===== src/rtl/lsc_pkg.sv =====
package lsc_pkg;
  // Role of one lane under a given active mask
  typedef enum logic [1:0] {
    ROLE_SPARE   = 2'd0,  // inactive, no partner
    ROLE_LONE    = 2'd1,  // active, no partner (unchecked)
    ROLE_PRIMARY = 2'd2,  // active, shadowed by an inactive lane
    ROLE_SHADOW  = 2'd3   // inactive, duplicates an active lane
  } lane_role_e;
endpackage


===== src/rtl/lsc_pair_map.sv =====
module lsc_pair_map #(
  parameter int LANES = 4,
  parameter int IW    = (LANES > 1) ? $clog2(LANES) : 1
) (
  input  logic [LANES-1:0]   mask,
  output logic [IW-1:0]      partner [LANES],
  output logic [LANES-1:0]   paired,
  output lsc_pkg::lane_role_e role [LANES]
);
  import lsc_pkg::*;

  localparam int CW = $clog2(LANES + 1);

  // Number of lanes above 'lane' whose mask bit equals 'want'
  function automatic logic [CW-1:0] count_above(input logic [LANES-1:0] m,
                                                input int lane, input logic want);
    logic [CW-1:0] c;
    c = '0;
    for (int j = LANES - 1; j > lane; j--)
      if (m[j] == want) c = c + CW'(1);
    return c;
  endfunction

  // Lane holding rank r (from the top) among lanes with mask bit 'want'.
  // MSB of the result flags that such a lane exists.
  function automatic logic [IW:0] lane_of_rank(input logic [LANES-1:0] m,
                                               input logic want, input logic [CW-1:0] r);
    logic [IW:0]   hit;
    logic [CW-1:0] seen;
    hit  = '0;
    seen = '0;
    for (int j = LANES - 1; j >= 0; j--) begin
      if (m[j] == want) begin
        if (seen == r && !hit[IW]) hit = {1'b1, IW'(j)};
        seen = seen + CW'(1);
      end
    end
    return hit;
  endfunction

  always_comb begin
    for (int i = 0; i < LANES; i++) begin
      logic [IW:0] hit;
      hit        = lane_of_rank(mask, !mask[i], count_above(mask, i, mask[i]));
      paired[i]  = hit[IW];
      partner[i] = hit[IW] ? hit[IW-1:0] : IW'(i);
      if (!hit[IW]) role[i] = mask[i] ? ROLE_LONE : ROLE_SPARE;
      else          role[i] = mask[i] ? ROLE_PRIMARY : ROLE_SHADOW;
    end
  end
endmodule


===== src/rtl/lsc_operand_fwd.sv =====
module lsc_operand_fwd #(
  parameter int LANES = 4,
  parameter int DW    = 32,
  parameter int IW    = (LANES > 1) ? $clog2(LANES) : 1
) (
  input  logic [DW-1:0]       rd      [LANES],
  input  logic [IW-1:0]       partner [LANES],
  input  lsc_pkg::lane_role_e role    [LANES],
  output logic [DW-1:0]       op      [LANES]
);
  import lsc_pkg::*;

  // One mux level per lane: shadows take the partner's read value
  for (genvar g = 0; g < LANES; g++) begin : g_fwd
    assign op[g] = (role[g] == ROLE_SHADOW) ? rd[partner[g]] : rd[g];
  end
endmodule


===== src/rtl/lsc_result_cmp.sv =====
module lsc_result_cmp #(
  parameter int LANES = 4,
  parameter int DW    = 32,
  parameter int IW    = (LANES > 1) ? $clog2(LANES) : 1
) (
  input  logic             clk,
  input  logic             rst_n,
  input  logic             wb_valid,
  input  logic [LANES-1:0] wb_mask,
  input  logic [DW-1:0]    res [LANES],
  output logic             err_pulse,
  output logic [LANES-1:0] mism_vec,
  output logic [LANES-1:0] cov_vec
);
  import lsc_pkg::*;

  logic [IW-1:0]  wb_partner [LANES];
  logic [LANES-1:0] wb_paired;
  lane_role_e     wb_role    [LANES];
  logic [LANES-1:0] mism_c;
  logic [LANES-1:0] cov_c;
  logic             any_mism;

  // Pairing recomputed from the write-back mask
  lsc_pair_map #(.LANES(LANES), .IW(IW)) i_wb_map (
    .mask    (wb_mask),
    .partner (wb_partner),
    .paired  (wb_paired),
    .role    (wb_role)
  );

  for (genvar g = 0; g < LANES; g++) begin : g_cmp
    assign mism_c[g] = (wb_role[g] == ROLE_PRIMARY) && (res[g] != res[wb_partner[g]]);
    assign cov_c[g]  = wb_paired[g] && wb_mask[g];
  end

  assign any_mism = |mism_c;

  always_ff @(posedge clk or negedge rst_n) begin
    if (!rst_n) begin
      err_pulse <= 1'b0;
      mism_vec  <= '0;
      cov_vec   <= '0;
    end else begin
      err_pulse <= wb_valid && any_mism;
      if (wb_valid) begin
        mism_vec <= mism_c;
        cov_vec  <= cov_c;
      end
    end
  end

  AST_ERR_NEEDS_BEAT: assert property (@(posedge clk) disable iff (!rst_n)
    !wb_valid |=> !err_pulse);
  AST_ERR_HAS_LANE: assert property (@(posedge clk) disable iff (!rst_n)
    err_pulse |-> (mism_vec != '0));
  AST_MISM_COVERED: assert property (@(posedge clk) disable iff (!rst_n)
    (mism_vec & ~cov_vec) == '0);
  AST_DEGENERATE_QUIET: assert property (@(posedge clk) disable iff (!rst_n)
    (wb_valid && (wb_mask == '0 || &wb_mask)) |=> (!err_pulse && cov_vec == '0));
  AST_VEC_HOLD: assert property (@(posedge clk) disable iff (!rst_n)
    !wb_valid |=> ($stable(mism_vec) && $stable(cov_vec)));
endmodule


===== src/rtl/lane_shadow_check.sv =====
module lane_shadow_check #(
  parameter int LANES = 4,
  parameter int DW    = 32,
  parameter int IW    = (LANES > 1) ? $clog2(LANES) : 1
) (
  input  logic                clk,
  input  logic                rst_n,
  input  logic [LANES-1:0]    act_mask,
  input  logic [LANES*DW-1:0] rd_val,
  output logic [LANES*DW-1:0] op_out,
  output logic [LANES*IW-1:0] pair_idx,
  output logic [LANES-1:0]    pair_vld,
  input  logic                wb_valid,
  input  logic [LANES-1:0]    wb_mask,
  input  logic [LANES*DW-1:0] wb_res,
  output logic                err_pulse,
  output logic [LANES-1:0]    mism_vec,
  output logic [LANES-1:0]    cov_vec
);
  import lsc_pkg::*;

  logic [DW-1:0]  rd_a   [LANES];
  logic [DW-1:0]  op_a   [LANES];
  logic [DW-1:0]  res_a  [LANES];
  logic [IW-1:0]  part_a [LANES];
  lane_role_e     role_a [LANES];

  for (genvar g = 0; g < LANES; g++) begin : g_unpack
    assign rd_a[g]                = rd_val[g*DW +: DW];
    assign res_a[g]               = wb_res[g*DW +: DW];
    assign op_out[g*DW +: DW]     = op_a[g];
    assign pair_idx[g*IW +: IW]   = part_a[g];
  end

  lsc_pair_map #(.LANES(LANES), .IW(IW)) i_rd_map (
    .mask    (act_mask),
    .partner (part_a),
    .paired  (pair_vld),
    .role    (role_a)
  );

  lsc_operand_fwd #(.LANES(LANES), .DW(DW), .IW(IW)) i_fwd (
    .rd      (rd_a),
    .partner (part_a),
    .role    (role_a),
    .op      (op_a)
  );

  lsc_result_cmp #(.LANES(LANES), .DW(DW), .IW(IW)) i_cmp (
    .clk       (clk),
    .rst_n     (rst_n),
    .wb_valid  (wb_valid),
    .wb_mask   (wb_mask),
    .res       (res_a),
    .err_pulse (err_pulse),
    .mism_vec  (mism_vec),
    .cov_vec   (cov_vec)
  );

  AST_PAIR_BALANCE: assert property (@(posedge clk) disable iff (!rst_n)
    $countones(pair_vld & act_mask) == $countones(pair_vld & ~act_mask));
  AST_DEGENERATE_NOPAIR: assert property (@(posedge clk) disable iff (!rst_n)
    (act_mask == '0 || &act_mask) |-> (pair_vld == '0));

  for (genvar g = 0; g < LANES; g++) begin : g_ast
    AST_SHADOW_SAME_OP: assert property (@(posedge clk) disable iff (!rst_n)
      (pair_vld[g] && !act_mask[g]) |-> (op_a[g] == op_a[part_a[g]]));
    AST_ACTIVE_OWN_OP: assert property (@(posedge clk) disable iff (!rst_n)
      act_mask[g] |-> (op_a[g] == rd_a[g]));
  end
endmodule


===== config.mk =====
export PLATFORM = sky130hd
export DESIGN_NAME = lane_shadow_check
export DESIGN_NICKNAME = d
export VERILOG_FILES = /design/src/rtl/lsc_pkg.sv /design/src/rtl/lsc_pair_map.sv /design/src/rtl/lsc_operand_fwd.sv /design/src/rtl/lsc_result_cmp.sv /design/src/rtl/lane_shadow_check.sv
export SDC_FILE = /design/constraint.sdc
export NUM_CORES = 1
export LEC_CHECK = 0
export CAP_MARGIN = 10
export CELL_PAD_IN_SITES_DETAIL_PLACEMENT = 1
export CELL_PAD_IN_SITES_GLOBAL_PLACEMENT = 2
export CORE_MARGIN = 4
export CORE_UTILIZATION = 17
export CTS_CLUSTER_DIAMETER = 60
export DETAILED_ROUTE_END_ITERATION = 16
export GPL_ROUTABILITY_DRIVEN = 0
export PLACE_DENSITY = 0.85
export SLEW_MARGIN = 20
export SYNTH_ARGS = -nofsm -noshare
export SYNTH_HDL_FRONTEND = slang
export SYNTH_SLANG_ARGS = --single-unit

===== constraint.sdc =====
create_clock -name clk -period 3.7 [get_ports clk]
set_clock_uncertainty 0.05 [all_clocks]
set_input_delay 0.74 -clock clk [delete_from_list [all_inputs] [get_ports clk]]
set_output_delay 0.74 -clock clk [all_outputs]
set_load 0.03 [all_outputs]

==> metrics <==
Synth warnings=0; #FFs+latches synth=9; Reg clk slew, reported paths=0.04 ns; ANT nets after route=0; async set-reset flop share out of synthesis=1.000; Cell Area, Synth=7508 sq um; global-route wire length before repair=89,390 um; fraction of layout cells with a size suffix above 1=0.3796; sequential area share after synthesis=0.03000; Layout Nets=roughly 2,200; CTS Buf Count=3; Mapped Cells=between 1,000 and 1,500; critical path arrival=around 3.1 ns; CP most frequent cell=buf_12; vias in the first global route=14,032; worst-path maximum fanout=6; RSZ-0062 raised after global routing=yes; most frequent cell after synthesis=nand2_1; total gr overflow=0; Fin. Hold Viols=0; core footprint=43,360 sq um; number of flops mapped to enable cells by yosys=0; Root Driver=clkbuf_16; CTS Buffer Depth=2; post-synth top area share=0.1318; initial antenna violation count=5; clock insertion delay at the later pin of the skew report=between 0.2 and 0.25 ns; Worst path max stage delay=roughly 0.4 ns; Data required, critical path=between 2 and 3 ns; Initial Util=0.1732; Least-Margin Pin Slew=~0.57 ns; DR vias=13,210; Syn Nets=about 1,500; clk sinks=9; row count=76; IO Port Bufs=just over 400; Hold Path Class=register to register; nature of the critical path endpoint=output pin; top_reg_cell synth=dfrtp_1; Rel. slew slack=0.6178; fin util=0.4005; Lkg Pwr=around 6.7 nW; max cap viols=0; Global Route Usage Sum=0.2408; die height=218.2 um; crit path cell chain=buf_12, buf_4, xor2_4, or2_4, o32a_1, buf_6, nand2_4, o21ai_4, buf_6, inv_6, buf_12, buf_12, buf_12, nand2_4, a31oi_4, buf_6; Final min period=3.934 ns; status=finished, violations left; vias per cell=~5.4; Worst Setup Path Type=primary input to output pin; final WL=approximately 64,000 um; area leader, netlist=xnor2_1; DRC viols=0; mean post-synth cell area=between 6 and 7 sq um; largest net degree at the start of global routing=between 50 and 60; Post-synth top cells=202 x nand2_1, 150 x a21oi_1, 113 x xnor2_1, 98 x nor2_1, 85 x xor2_1; Slew Viols, Final=0; achievable frequency=about 250 MHz; Clock H-tree levels=1; WL per Instance=25.92 um; die area=~48,000 sq um; DRT Pass-1 Iters=6; post-synth cell types=72; hpwl dp=~48,000 um; pwr/cell area=about 310 nW/um^2; final setup fails=34; Die W=218.2 um; I/O pins=roughly 420; setup_tns=-5.988 ns; violated checks=negative setup slack; worst setup margin=-0.2336 ns; VDD IR-drop max=150.4 uV; Area Growth Syn to Fin=131.3%; CTS tree=done; period utilization=1.063; initial DRC count=around 980; CP startpoint kind=primary input; slowest cell on the critical path=o32a_1; top cells by area, synth=xnor2_1 13%, nand2_1 10%, a21oi_1 10%
==> logic make-up after synthesis <==
group | after synthesis | share of synthesized area
compound gates | 452 | 0.3803
simple gates | 422 | 0.2486
xor+xnor | 200 | 0.2383
buf+inv | 125 | 0.06899
fa+ha+maj | 14 | 0.02433
flops | 9 | 0.03000
mux | 7 | 0.009499
==> state kept, by name, summed over array words and instances (netlist names) <==
| name | count |
|---|---|
| i_cmp.cov_vec | 4 |
| i_cmp.err_pulse | 1 |
| i_cmp.mism_vec | 4 |
==> routing by layer <==
| metal | GRT usage | vias to the layer above | share of wire |
|---|---|---|---|
| met4 | 0.1022 | 8 | 0.058 |
| met2 | 0.4273 | 799 | 0.48 |
| met1 | 0.2871 | 6426 | 0.39 |
| met3 | 0.03907 | 230 | 0.073 |
| li1 | - | 5747 | - |
| met5 | 0 | - | 0.00075 |
==> layout by cell type, fill, tap and decap left out, types with 7 or more instances in the layout <==
master	instances
a21oi_1	113
dfrtp_1	9
xor2_4	7
o21ai_0	20
xor2_1	77
o22a_1	32
a22oi_2	7
inv_1	16
nor3_1	12
nand4_1	21
nand2_4	7
buf_6	58
o22ai_1	46
clkbuf_16	8
nand3_1	24
buf_4	323
o21ai_2	31
clkdlybuf4s50_1	267
buf_12	70
a31oi_4	32
nor2_1	96
a21oi_4	32
o22ai_4	30
a31oi_1	9
ha_1	7
nand2_1	176
nand2_2	20
nor4_1	11
xnor2_1	108
nand2b_1	11
inv_2	9
a22oi_1	30
==> critical path, delay by kind of cell <==
kind | cells | cell delay, ns
XOR/XNOR | 1 | 0.19
buffers and inverters | 9 | 1.15
AND/OR/NAND/NOR | 3 | 0.39
AO/OA/AOI/OAI | 3 | 0.64
==> final timing paths <==
path | from | endpoint | slack [ns] | depth (start not counted)
worst max-delay path | act_mask[0] | op_out[11] | -0.23 | 16
worst max register to register | i_cmp.cov_vec[2]$_DFFE_PN0P_ | i_cmp.cov_vec[2]$_DFFE_PN0P_ | 2.95 | 2
max in group asynchronous | rst_n | i_cmp.cov_vec[2]$_DFFE_PN0P_ | 2.56 | 1
worst min register to register | i_cmp.mism_vec[1]$_DFFE_PN0P_ | i_cmp.mism_vec[1]$_DFFE_PN0P_ | 0.43 | 1
worst min-delay path | i_cmp.mism_vec[1]$_DFFE_PN0P_ | i_cmp.mism_vec[1]$_DFFE_PN0P_ | 0.43 | 1
min in group asynchronous | rst_n | i_cmp.cov_vec[3]$_DFFE_PN0P_ | 0.76 | 1
==> where the power goes <==
part	leakage [nW]	internal (mW)	switching [mW]
sequential	0.115	0.111	0.00749
clock	0.0382	0.144	0.0471
combinational	6.52	2.34	2.80
total	6.67	2.60	2.85
==> final cells by class <==
class,instances,area [sq um]
Fill cell,5160,25990
Multi-Input combinational cell,1095,8767
Timing Repair Buffer,732,7446
Tap cell,585,732.0
Sequential cell,9,225.2
Inverter,28,115.1
Clock buffer,4,78.83
Antenna cell,1,2.502
==> timing repair <==
item / in CTS / in global routing
gates resized for setup: 131 / 120
hold buffers: 0 / 0
setup buffers: 40 / 34
setup endpoints to repair: 136 / 110
pin swaps: 40 / 67
cloned: 4 / 5
==> per-stage QoR <==
step	hold slack [ns]	total power, mW	instance area (sq um)	setup slack (ns)	instances
floorplan	0.3944	2.344	8966	-0.07421	1229
global placement	0.4286	4.333	15490	-0.7108	2372
detailed placement	0.4214	4.401	15490	-0.7546	2372
CTS	0.4307	5.025	16510	-0.2977	2419
global route	0.4526	5.648	17360	-0.3006	2453
finish	0.4261	5.448	17370	-0.2336	2454
No activity file was read; power rests on OpenSTA's default activity.
